## src/rtl/hc_pkg.sv

```systemverilog
package hc_pkg;
  localparam int BUS_W = 3;
  localparam logic [BUS_W-1:0] BUS_NONE = 3'd0;
  localparam logic [BUS_W-1:0] BUS_AR   = 3'd1;
  localparam logic [BUS_W-1:0] BUS_PC   = 3'd2;
  localparam logic [BUS_W-1:0] BUS_DR   = 3'd3;
  localparam logic [BUS_W-1:0] BUS_AC   = 3'd4;
  localparam logic [BUS_W-1:0] BUS_IR   = 3'd5;
  localparam logic [BUS_W-1:0] BUS_TR   = 3'd6;
  localparam logic [BUS_W-1:0] BUS_MEM  = 3'd7;

  typedef struct packed {
    logic arLd;
    logic arInr;
    logic arClr;
    logic pcLd;
    logic pcInr;
    logic pcClr;
    logic drLd;
    logic drInr;
    logic acLd;
    logic acInr;
    logic acClr;
    logic irLd;
    logic trLd;
    logic memRd;
    logic memWr;
    logic [BUS_W-1:0] busSel;
  } ctrl_t;
endpackage

```

## src/rtl/hc_sequencer.sv

```systemverilog
module hc_sequencer #(
  parameter int SC_W = 4
) (
  input  logic                   clk,
  input  logic                   rstN,
  input  logic                   scClr,
  input  logic                   haltReq,
  output logic [(1<<SC_W)-1:0]   tSlot,
  output logic                   running
);
  localparam int SLOTS = 1 << SC_W;

  logic [SC_W-1:0] scCnt;

  always_ff @(posedge clk or negedge rstN) begin
    if (!rstN) begin
      scCnt   <= '0;
      running <= 1'b1;
    end else if (running) begin
      if (scClr) scCnt <= '0;
      else       scCnt <= scCnt + 1'b1;
      if (haltReq) running <= 1'b0;
    end
  end

  // timing decoder: one line per count value
  generate
    for (genvar k = 0; k < SLOTS; k++) begin : g_tdec
      assign tSlot[k] = (scCnt == SC_W'(k));
    end
  endgenerate
endmodule

```

## src/rtl/hc_strobe_logic.sv

```systemverilog
module hc_strobe_logic
  import hc_pkg::*;
#(
  parameter int WORD_W = 16,
  parameter int OP_W   = 3,
  parameter int USED_SLOTS = 7
) (
  input  logic [USED_SLOTS-1:0] tSlot,
  input  logic                  running,
  input  logic [WORD_W-1:0]     irWord,
  input  logic                  eFlag,
  input  logic                  rFlag,
  input  logic                  acZero,
  input  logic                  acSign,
  input  logic                  drZero,
  input  logic                  fgi,
  input  logic                  fgo,
  output ctrl_t                 ctl,
  output logic                  scClr,
  output logic                  haltReq
);
  localparam int OPS    = 1 << OP_W;
  localparam int ADDR_W = WORD_W - OP_W - 1;
  localparam int SRC_N  = 8;
  // register-reference bit positions
  localparam int B_CLA = 11, B_CMA = 9, B_CIR = 7, B_CIL = 6, B_INC = 5;
  localparam int B_SPA = 4, B_SNA = 3, B_SZA = 2, B_SZE = 1, B_HLT = 0;
  // input-output bit positions
  localparam int B_INP = 11, B_OUT = 10, B_SKI = 9, B_SKO = 8;

  logic [OPS-1:0]    dOp;
  logic [ADDR_W-1:0] rb;
  logic              indBit;

  assign indBit = irWord[WORD_W-1];
  assign rb     = irWord[ADDR_W-1:0];

  generate
    for (genvar k = 0; k < OPS; k++) begin : g_opdec
      assign dOp[k] = (irWord[WORD_W-2 -: OP_W] == OP_W'(k));
    end
  endgenerate

  logic fetch0, fetch1, fetch2, int0, int1, int2;
  logic memRef, rrT, ioT, indT, skipRr, skipIo;
  logic andT5, addT5, ldaT5, readT4, staT4, bunT4, bsaT4, bsaT5, iszT5, iszT6;
  logic [SRC_N-1:1] selTerm;
  ctrl_t raw;
  logic  clrRaw;

  always_comb begin
    fetch0 = !rFlag && tSlot[0];
    fetch1 = !rFlag && tSlot[1];
    fetch2 = !rFlag && tSlot[2];
    int0   = rFlag && tSlot[0];
    int1   = rFlag && tSlot[1];
    int2   = rFlag && tSlot[2];
    memRef = !dOp[OPS-1];
    rrT    = dOp[OPS-1] && !indBit && tSlot[3];
    ioT    = dOp[OPS-1] && indBit && tSlot[3];
    indT   = memRef && indBit && tSlot[3];
    readT4 = (dOp[0] || dOp[1] || dOp[2] || dOp[6]) && tSlot[4];
    andT5  = dOp[0] && tSlot[5];
    addT5  = dOp[1] && tSlot[5];
    ldaT5  = dOp[2] && tSlot[5];
    staT4  = dOp[3] && tSlot[4];
    bunT4  = dOp[4] && tSlot[4];
    bsaT4  = dOp[5] && tSlot[4];
    bsaT5  = dOp[5] && tSlot[5];
    iszT5  = dOp[6] && tSlot[5];
    iszT6  = dOp[6] && tSlot[6];
    skipRr = rrT && ((rb[B_SPA] && !acSign) || (rb[B_SNA] && acSign) ||
                     (rb[B_SZA] && acZero) || (rb[B_SZE] && !eFlag));
    skipIo = ioT && ((rb[B_SKI] && fgi) || (rb[B_SKO] && fgo));

    // bus source terms, indexed by their code
    selTerm[1] = bunT4 || bsaT5;
    selTerm[2] = fetch0 || int0 || bsaT4;
    selTerm[3] = iszT6;
    selTerm[4] = staT4 || (ioT && rb[B_OUT]);
    selTerm[5] = fetch2;
    selTerm[6] = int1;
    selTerm[7] = fetch1 || indT || readT4;

    raw = '0;
    for (int k = 1; k < SRC_N; k++) begin
      if (selTerm[k]) raw.busSel = raw.busSel | BUS_W'(k);
    end
    raw.arLd  = fetch0 || fetch2 || indT;
    raw.arClr = int0;
    raw.arInr = bsaT4;
    raw.pcLd  = bunT4 || bsaT5;
    raw.pcInr = fetch1 || int2 || skipRr || skipIo || (iszT6 && drZero);
    raw.pcClr = int1;
    raw.drLd  = readT4;
    raw.drInr = iszT5;
    raw.acLd  = andT5 || addT5 || ldaT5 ||
                (rrT && (rb[B_CMA] || rb[B_CIR] || rb[B_CIL])) ||
                (ioT && rb[B_INP]);
    raw.acInr = rrT && rb[B_INC];
    raw.acClr = rrT && rb[B_CLA];
    raw.irLd  = fetch1;
    raw.trLd  = int0;
    raw.memRd = selTerm[7];
    raw.memWr = int1 || staT4 || bsaT4 || iszT6;

    clrRaw = int2 || rrT || ioT || andT5 || addT5 || ldaT5 ||
             staT4 || bunT4 || bsaT5 || iszT6;

    ctl     = running ? raw : '0;
    scClr   = running && clrRaw;
    haltReq = running && rrT && rb[B_HLT];
  end
endmodule

```

## src/rtl/hc_control_unit.sv

```systemverilog
module hc_control_unit
  import hc_pkg::*;
#(
  parameter int WORD_W = 16,
  parameter int OP_W   = 3,
  parameter int SC_W   = 4
) (
  input  logic             clk,
  input  logic             rstN,
  input  logic [WORD_W-1:0] irWord,
  input  logic             eFlag,
  input  logic             rFlag,
  input  logic             acZero,
  input  logic             acSign,
  input  logic             drZero,
  input  logic             fgi,
  input  logic             fgo,
  output logic             arLd,
  output logic             arInr,
  output logic             arClr,
  output logic             pcLd,
  output logic             pcInr,
  output logic             pcClr,
  output logic             drLd,
  output logic             drInr,
  output logic             acLd,
  output logic             acInr,
  output logic             acClr,
  output logic             irLd,
  output logic             trLd,
  output logic             memRd,
  output logic             memWr,
  output logic [2:0]       busSel,
  output logic             running
);
  localparam int SLOTS      = 1 << SC_W;
  localparam int USED_SLOTS = 7;

  logic [SLOTS-1:0] tSlot;
  logic             scClr;
  logic             haltReq;
  ctrl_t            ctl;

  hc_sequencer #(.SC_W(SC_W)) u_seq (
    .clk(clk), .rstN(rstN), .scClr(scClr), .haltReq(haltReq),
    .tSlot(tSlot), .running(running)
  );

  hc_strobe_logic #(.WORD_W(WORD_W), .OP_W(OP_W), .USED_SLOTS(USED_SLOTS)) u_logic (
    .tSlot(tSlot[USED_SLOTS-1:0]), .running(running), .irWord(irWord),
    .eFlag(eFlag), .rFlag(rFlag), .acZero(acZero), .acSign(acSign),
    .drZero(drZero), .fgi(fgi), .fgo(fgo),
    .ctl(ctl), .scClr(scClr), .haltReq(haltReq)
  );

  assign arLd   = ctl.arLd;
  assign arInr  = ctl.arInr;
  assign arClr  = ctl.arClr;
  assign pcLd   = ctl.pcLd;
  assign pcInr  = ctl.pcInr;
  assign pcClr  = ctl.pcClr;
  assign drLd   = ctl.drLd;
  assign drInr  = ctl.drInr;
  assign acLd   = ctl.acLd;
  assign acInr  = ctl.acInr;
  assign acClr  = ctl.acClr;
  assign irLd   = ctl.irLd;
  assign trLd   = ctl.trLd;
  assign memRd  = ctl.memRd;
  assign memWr  = ctl.memWr;
  assign busSel = ctl.busSel;
endmodule

```

## config.mk

```make
export PLATFORM = sky130hd
export DESIGN_NAME = hc_control_unit
export DESIGN_NICKNAME = d
export VERILOG_FILES = /design/src/rtl/hc_pkg.sv /design/src/rtl/hc_sequencer.sv /design/src/rtl/hc_strobe_logic.sv /design/src/rtl/hc_control_unit.sv
export SDC_FILE = /design/constraint.sdc
export NUM_CORES = 1
export LEC_CHECK = 0
export BUFFER_PORTS_ARGS = -buffer_cell sky130_fd_sc_hd__buf_2
export CORE_UTILIZATION = 48
export CTS_BUF_LIST = sky130_fd_sc_hd__clkbuf_4 sky130_fd_sc_hd__clkbuf_8
export DETAILED_ROUTE_END_ITERATION = 7
export PLACE_DENSITY = 0.87
export SLEW_MARGIN = 20
export SYNTH_ARGS = -nofsm -noshare
export SYNTH_HDL_FRONTEND = slang
export SYNTH_SLANG_ARGS = --single-unit
```

## constraint.sdc

```tcl
create_clock -name clk -period 3.5 [get_ports clk]
set_clock_uncertainty 0.15 [all_clocks]
set_input_delay 0.875 -clock clk [delete_from_list [all_inputs] [get_ports clk]]
set_output_delay 0.875 -clock clk [all_outputs]
set_load 0.1 [all_outputs]
```

==> summary.md, run 1 <==
| Metric | Value |
|---|---|
| Run status | `finished clean` |
| CTS Buf Count | `3` |
| Cell-by-cell listing of the critical path | `buf_2 -> nand2b_1 -> a31oi_1 -> a211oi_2 -> o41a_1 -> buf_2` |
| Endpoint arrival time on the critical path | `2280 ps` |
| Actual slew at the worst max-slew pin | `485 ps` |
| Die ar. | `1700 um^2` |
| IO Pins | `44` |
| Area grow syn2layout | `40.7%` |
| Maximum clock frequency | `0.303 GHz` |
| Count of vias placed by the detailed router | `972` |
| Clock transition time at the flip-flop clock pins of the worst setup and hold paths | `40 ps` |
| Overall overflow remaining after global route | `0` |
| Initial drt markers | `33` |
| Sum of buffers and inverters on the critical path | `2` |
| Final-stage net count | `175` |
| Final setup violating endpoints | `0` |
| Number of enable flip-flop cells after synthesis | `0` |
| DR WL/cell | `13.4 um` |
| Cts repair resizes | `0` |
| Number of antenna-violating nets in the routed design | `0` |
| Initial standard-cell utilization of the core | `53.9%` |
| Worst Reg-to-Reg Cells | `6` |
| Hold Path Class | `primary input to asynchronous set/reset pin` |
| Final weighted congestion in routability-driven placement | `0.877` |
| Clock Path Buffers | `2` |
| Count of final hold-check violations | `0` |
| Post-synth cell types | `40` |
| Share of post-route cells with drive strength above 1 | `42.1%` |
| Port bufs | `43` |
| Floorplan row count | `13` |
| Slack of the worst reg-to-reg path | `1460 ps` |
| Initial antenna violation count | `0` |
| Slowest-stage cell, CP | `o41a_1` |
| Hold buffer count at cts | `0` |
| Gate Count Post-Synth | `101` |
| First-pass GRT wire length | `3.02 mm` |
| H-tree depth | `1` |
| Die height | `41.2 um` |
| Critical path required time | `2470 ps` |
| Number of stages on the worst setup path | `6` |
| Warnings, synthesis | `0` |
| Routed via count divided by cell count | `6.08` |
| Worst setup endpoint | `busSel[2]` |
| Post-CTS repair timing setup buffer count | `0` |
| Endpoint class of the critical path | `output pin` |
| Worst Hold Margin | `287 ps` |
| Max-cap violations | `0` |
| Flops & latches, synth | `5` |
| Root Driver | `clkbuf_4` |
| Core area | `1370 um^2` |
| Sink count of the clock tree | `5` |
| CP max stage delay | `430 ps` |
| Startpoint Class | `primary input` |
| Startpoint of the lowest-slack register-to-register path | `u_seq.scCnt[0]` |
| Crit path time final | `3300 ps` |
| Residual DRC count | `0` |
| Net count after synthesis | `130` |
| HPWL after detailed placement | `1.64 mm` |
| Cell family contributing the most delay on the critical path | `compound AO/OA/AOI/OAI gates` |
| Proportion of synthesized chip area in sequential cells | `17.1%` |
| Routed WL | `2.14 mm` |
| Unrepaired setup endpoints after global routing | `no` |
| Most frequent cell on the critical path | `buf_2` |
| Syn_area_per_cell | `7.30 um^2` |
| Pre-antenna DRT Iters | `4` |
| Crit share post-route | `94.3%` |
| TritonCTS clock tree | `done` |
| Ant. Diodes | `0` |
| Area of the mapped netlist | `737 um^2` |
| Total Routing Usage GR | `27.1%` |
| Number of global-route vias before repair | `733` |
| Horizontal die dimension | `41.2 um` |
| Worst-case headroom to the max-slew limit | `67.9%` |
| Final slew viol count | `0` |
| Startpoint of the most critical setup path | `irWord[13]` |
| Maximum net fanout on the critical path | `7` |
| Largest net degree at the start of global routing | `19` |
| Dominant register cell in the synthesized netlist | `dfrtp_1` |
| Worst R2R End | `u_seq.scCnt[2]` |
| Share of flip-flops with an asynchronous set or reset after synthesis | `100%` |
| Source-to-sink clock delay at the later pin of the worst-skew pair | `250 ps` |
| Type of the worst setup path | `primary input to output pin` |
-- through the flow --
| stage | cells | TNS, ps | setup slack, ps | utilization, % | instance area (um^2) |
|---|---|---|---|---|---|
| finish | 160 | 0 | 200 | 75.9 | 1040 |
| global route | 160 | 0 | 170 | 75.9 | 1040 |
| CTS | 160 | 0 | 218 | 75.9 | 1040 |
| detailed placement | 156 | 0 | 224 | 73.7 | 1010 |
| global placement | 156 | 0 | 292 | 73.7 | 1010 |
| floorplan | 101 | -1040 | -295 | - | 746 |
-- final cells by class --
type                       instances  area [um^2]
multi-input combinational         88          583
clock buffer                       4         30.0
tap                               15         18.8
fill                             103          329
sequential                         5          126
inverter                           5         18.8
timing repair buffer              43          260
-- sequential cells by signal, summed over array words and instances, names as in the netlist --
name and count:
u_seq.running 1, u_seq.scCnt 4
-- worst min-delay path by stage --
stage / start / endpoint / slack, ps / cells after the start
4_1_cts: rstN / u_seq.scCnt[0] / 280 / 1
3_5_place_dp: u_seq.scCnt[1] / u_seq.scCnt[1] / 400 / 2
6_report: rstN / u_seq.scCnt[0] / 290 / 1
2_1_floorplan: u_seq.scCnt[1] / u_seq.scCnt[1] / 370 / 2
5_1_grt: rstN / u_seq.scCnt[2] / 280 / 1
3_3_place_gp: u_seq.scCnt[1] / u_seq.scCnt[1] / 400 / 2
-- metal layers --
| metal | up-vias | wire [um] | GRT usage (%) |
|---|---|---|---|
| li1 | 461 | - | - |
| met1 | 431 | 888 | 33.0 |
| met2 | 77 | 991 | 45.7 |
| met3 | 3 | 245 | 8.15 |
| met4 | 0 | 14 | 7.26 |
| met5 | - | 0 | 0 |
-- cells by family (layout without fill, tap and decap cells) --
group                      Yosys count  in the layout  synth area share (%)
muxes                                1              1                  1.53
AOI/OAI and AO/OA                   28             28                  26.5
DFF                                  5              5                  17.1
adders and majority gates            4              4                  6.79
buffers and inverters                8             52                  4.92
and+or+nand+nor                     55             55                  43.1
-- synth_stat cells (all sizes together), types with 2 or more instances --
cell type  count  area share [%]
a21oi          3             2.0
and4           3             3.7
nand3          6             4.1
inv            5             2.5
nor2           7             3.9
buf            2             1.7
ha             4             6.8
o21ai          8             5.4
and3           6             6.5
nand2         14             7.1
o21a           5             5.1
nand4          3             2.5
dfrtp          4              14
a31oi          3             2.5
or2            2             1.7
nor3           2             1.4
o31a           2             2.7
nand2b         3             2.5
or2b           2             2.0
-- layout by cell type, fill, tap and decap left out, types with 3 or more instances in the layout --
master     n
nand2b_1   3
clkbuf_4   4
inv_1      5
a21oi_1    3
dfrtp_1    4
ha_1       4
buf_2     40
nand2_1   14
nor2_1     5
buf_12     3
nand3_1    6
and3_1     4
o21a_1     5
nand4_1    3
o21ai_0    8
Power of run 1 is not shown: default switching activity piles up to over one toggle a cycle in this logic, so the estimate is an artifact.
==> run 2: changes to the inputs <==
--- a/config.mk
+++ b/config.mk
@@ -5,11 +5,12 @@
 export SDC_FILE = /design/constraint.sdc
 export NUM_CORES = 1
 export LEC_CHECK = 0
+export ABC_AREA = 1
 export BUFFER_PORTS_ARGS = -buffer_cell sky130_fd_sc_hd__buf_2
 export CORE_UTILIZATION = 48
 export CTS_BUF_LIST = sky130_fd_sc_hd__clkbuf_4 sky130_fd_sc_hd__clkbuf_8
 export DETAILED_ROUTE_END_ITERATION = 7
-export PLACE_DENSITY = 0.87
+export PLACE_DENSITY = 0.88
 export SLEW_MARGIN = 20
 export SYNTH_ARGS = -nofsm -noshare
 export SYNTH_HDL_FRONTEND = slang
==> run 2 against run 1 <==
  * Non-clock buffer count unchanged
  * Final cell count up 18%
  * Global-route usage decreased by 5.3 points
  * Synthesized cell count grew 29%
  * Routed wire length shrank 11%
  * Critical path depth stayed put
  * Worst hold slack improved by 12 ps
  * First-iteration DRC count is 3.0% lower
  * Clock-buffer cell count stayed put
  * Design area is 2.1% lower
  * Critical endpoint is now acLd
  * Largest cell class unchanged
==> summary.md, run 2 <==
| Metric | Value |
|---|---|
| Run status | `finished clean` |
| Residual DRC count | `0` |
| IO Pins | `44` |
| Source-to-sink clock delay at the later pin of the worst-skew pair | `230 ps` |
| Commonest cells after routing, fill and taps aside | `buf_2 (43), nand2_1 (27), nor2_1 (25), inv_1 (20), nand3_1 (14)` |
| DR WL/cell | `10.0 um` |
| Port bufs | `43` |
| Final-stage net count | `204` |
| Leakage power figure | `0.614 nW` |
| Largest cells by area after synthesis | `nand2_1 (14%), nor2_1 (14%), dfrtp_1 (14%)` |
| Critical path required time | `2470 ps` |
| Proportion of synthesized chip area in sequential cells | `17.2%` |
| TritonCTS clock tree | `done` |
| Crit path time final | `3220 ps` |
| Share of post-route cells with drive strength above 1 | `36.8%` |
| Flops & latches, synth | `5` |
| Sink count of the clock tree | `5` |
| Simple-gate share of the synthesized area | `53.1%` |
| Fraction of post-synthesis cell area in the top cell type by area | `13.8%` |
| Portion of netlist area occupied by mux cells | `0%` |
| Largest Register | `u_seq.scCnt` |
| Commonest cells in the netlist | `nand2_1 (27), nor2_1 (27), inv_1 (20)` |
| Root Driver | `clkbuf_4` |
| Largest net degree at the start of global routing | `17` |
| Main combinational cell family by area after synthesis | `simple AND/OR/NAND/NOR gates` |
| Maximum net fanout on the critical path | `7` |
| Actual slew at the worst max-slew pin | `575 ps` |
| CTS Buf Count | `3` |
| Final weighted congestion in routability-driven placement | `0.788` |
| Pre-antenna DRT Iters | `4` |
| Count of final hold-check violations | `0` |
| Dominant register cell in the synthesized netlist | `dfrtp_1` |
| Net count after synthesis | `159` |
| Top Registers | `u_seq.scCnt x4, u_seq.running x1` |
| Synthesized-area fraction occupied by ao, oa, aoi and oai cells | `7.00%` |
| Area of the mapped netlist | `733 um^2` |
| First-pass GRT wire length | `2.50 mm` |
| Crit share post-route | `91.9%` |
| Initial antenna violation count | `0` |
| H-tree depth | `1` |
| Share of synthesized cell area in full adder, half adder and majority cells | `6.83%` |
| Number of flip-flops in the largest register | `4` |
| Type of the worst setup path | `primary input to output pin` |
| HPWL after detailed placement | `1.62 mm` |
| Routed WL | `1.90 mm` |
| Gate Count Post-Synth | `130` |
| Unrepaired setup endpoints after global routing | `no` |
| Number of enable flip-flop cells after synthesis | `0` |
| Biggest area consumer among synthesized cells | `nand2_1` |
| Area grow syn2layout | `38.6%` |
| Final slew viol count | `0` |
| Peak supply drop | `0.212 mV` |
| Hold buffer count at cts | `0` |
| Warnings, synthesis | `0` |
| Post-Synth XOR/XNOR Area | `2.39%` |
| Floorplan row count | `13` |
| Overall overflow remaining after global route | `0` |
| Power after layout | `0.178 mW` |
| Ant. Diodes | `0` |
| Endpoint arrival time on the critical path | `2190 ps` |
| Worst Hold Margin | `298 ps` |
| Initial standard-cell utilization of the core | `53.7%` |
| Die height | `41.1 um` |
| Endpoint class of the critical path | `output pin` |
| Total Routing Usage GR | `21.8%` |
| Final setup violating endpoints | `0` |
| Cts repair resizes | `0` |
| Horizontal die dimension | `41.1 um` |
| Initial drt markers | `32` |
| Max-cap violations | `0` |
| Number of antenna-violating nets in the routed design | `0` |
| Count of vias placed by the detailed router | `965` |
| Die ar. | `1690 um^2` |
| Core area | `1370 um^2` |
| Share of flip-flops with an asynchronous set or reset after synthesis | `100%` |
| Areal power density over the cells | `175 nW/um^2` |
| Clock transition time at the flip-flop clock pins of the worst setup and hold paths | `40 ps` |
| Worst Reg-to-Reg Cells | `9` |
| Filler instances | `125` |
| Worst-case headroom to the max-slew limit | `61.7%` |
| Hold Path Class | `primary input to asynchronous set/reset pin` |
| Clock Path Buffers | `2` |
| Maximum clock frequency | `0.311 GHz` |
| Post-synth cell types | `25` |
| Most common cell after layout, fill and taps aside | `buf_2` |
| Post-CTS repair timing setup buffer count | `0` |
| Routed via count divided by cell count | `5.11` |
| Number of global-route vias before repair | `651` |
| Syn_area_per_cell | `5.64 um^2` |
| Startpoint Class | `primary input` |
[run 2: changes by cell type after synthesis, moves of 4 or more]
cell | previous run | this run
and3_1 | 4 | 0
nor2_1 | 6 | 27
o21ai_0 | 8 | 3
nand2_1 | 14 | 27
nand3_1 | 6 | 14
inv_1 | 5 | 20
o21a_1 | 5 | 0
[run 2: cells by family after synthesis]
kind of cell / Yosys count
flip-flops: 5
adder cells (fa/ha/maj): 4
AND/OR/NAND/NOR: 85
AO/OA/AOI/OAI: 9
buffers and inverters: 25
XOR/XNOR: 2
[run 2: where the power goes]
group / switching [mW] / internal (mW)
logic: 0.0260 / 0.0191
registers: 0.00317 / 0.0597
clock network: 0.0193 / 0.0505
[run 2: final timing paths]
check                               start        endpoint  slack (ps)
min                                  rstN  u_seq.scCnt[2]         300
max in group asynchronous            rstN   u_seq.running        2690
max                            irWord[12]            acLd         280
min reg2reg                 u_seq.running   u_seq.running         370
min in group clk            u_seq.running   u_seq.running         370
max reg2reg                u_seq.scCnt[0]  u_seq.scCnt[3]        1790
[run 2: final cells by class]
type,instances,area (um^2),area share (%)
inverters,22,82.6,8.13
multi-input cells,100,543,53.4
repair buffers,43,215,21.2
clock buffers,4,30.0,2.96
flip-flops and latches,5,126,12.4
well taps,15,18.8,1.85
[run 2: per-layer routing]
metal,track usage (%),share of wire (%),vias to the layer above
li1,-,-,502
met2,41.4,54,37
met4,5.83,0,0
met5,0,0,-
met3,0.543,6.1,0
met1,26.1,40,426
[run 2: worst max-delay path, cell delays in order]
cell     delay (ps)
buf_2           160
nand3_1         160
nor2_4          230
nand3_1         190
o21ai_2         150
buf_2           430
[run 2: through the flow]
step	cells	instance area [um^2]	TNS (ps)	utilization, %	setup slack [ps]
global route	189	1020	0	74.4	196
detailed placement	185	986	0	72.2	290
floorplan	130	768	-4410	-	-544
finish	189	1020	0	74.4	282
global placement	185	986	0	72.2	354
CTS	189	1020	0	74.4	293
(Power assumes the default switching activity.)
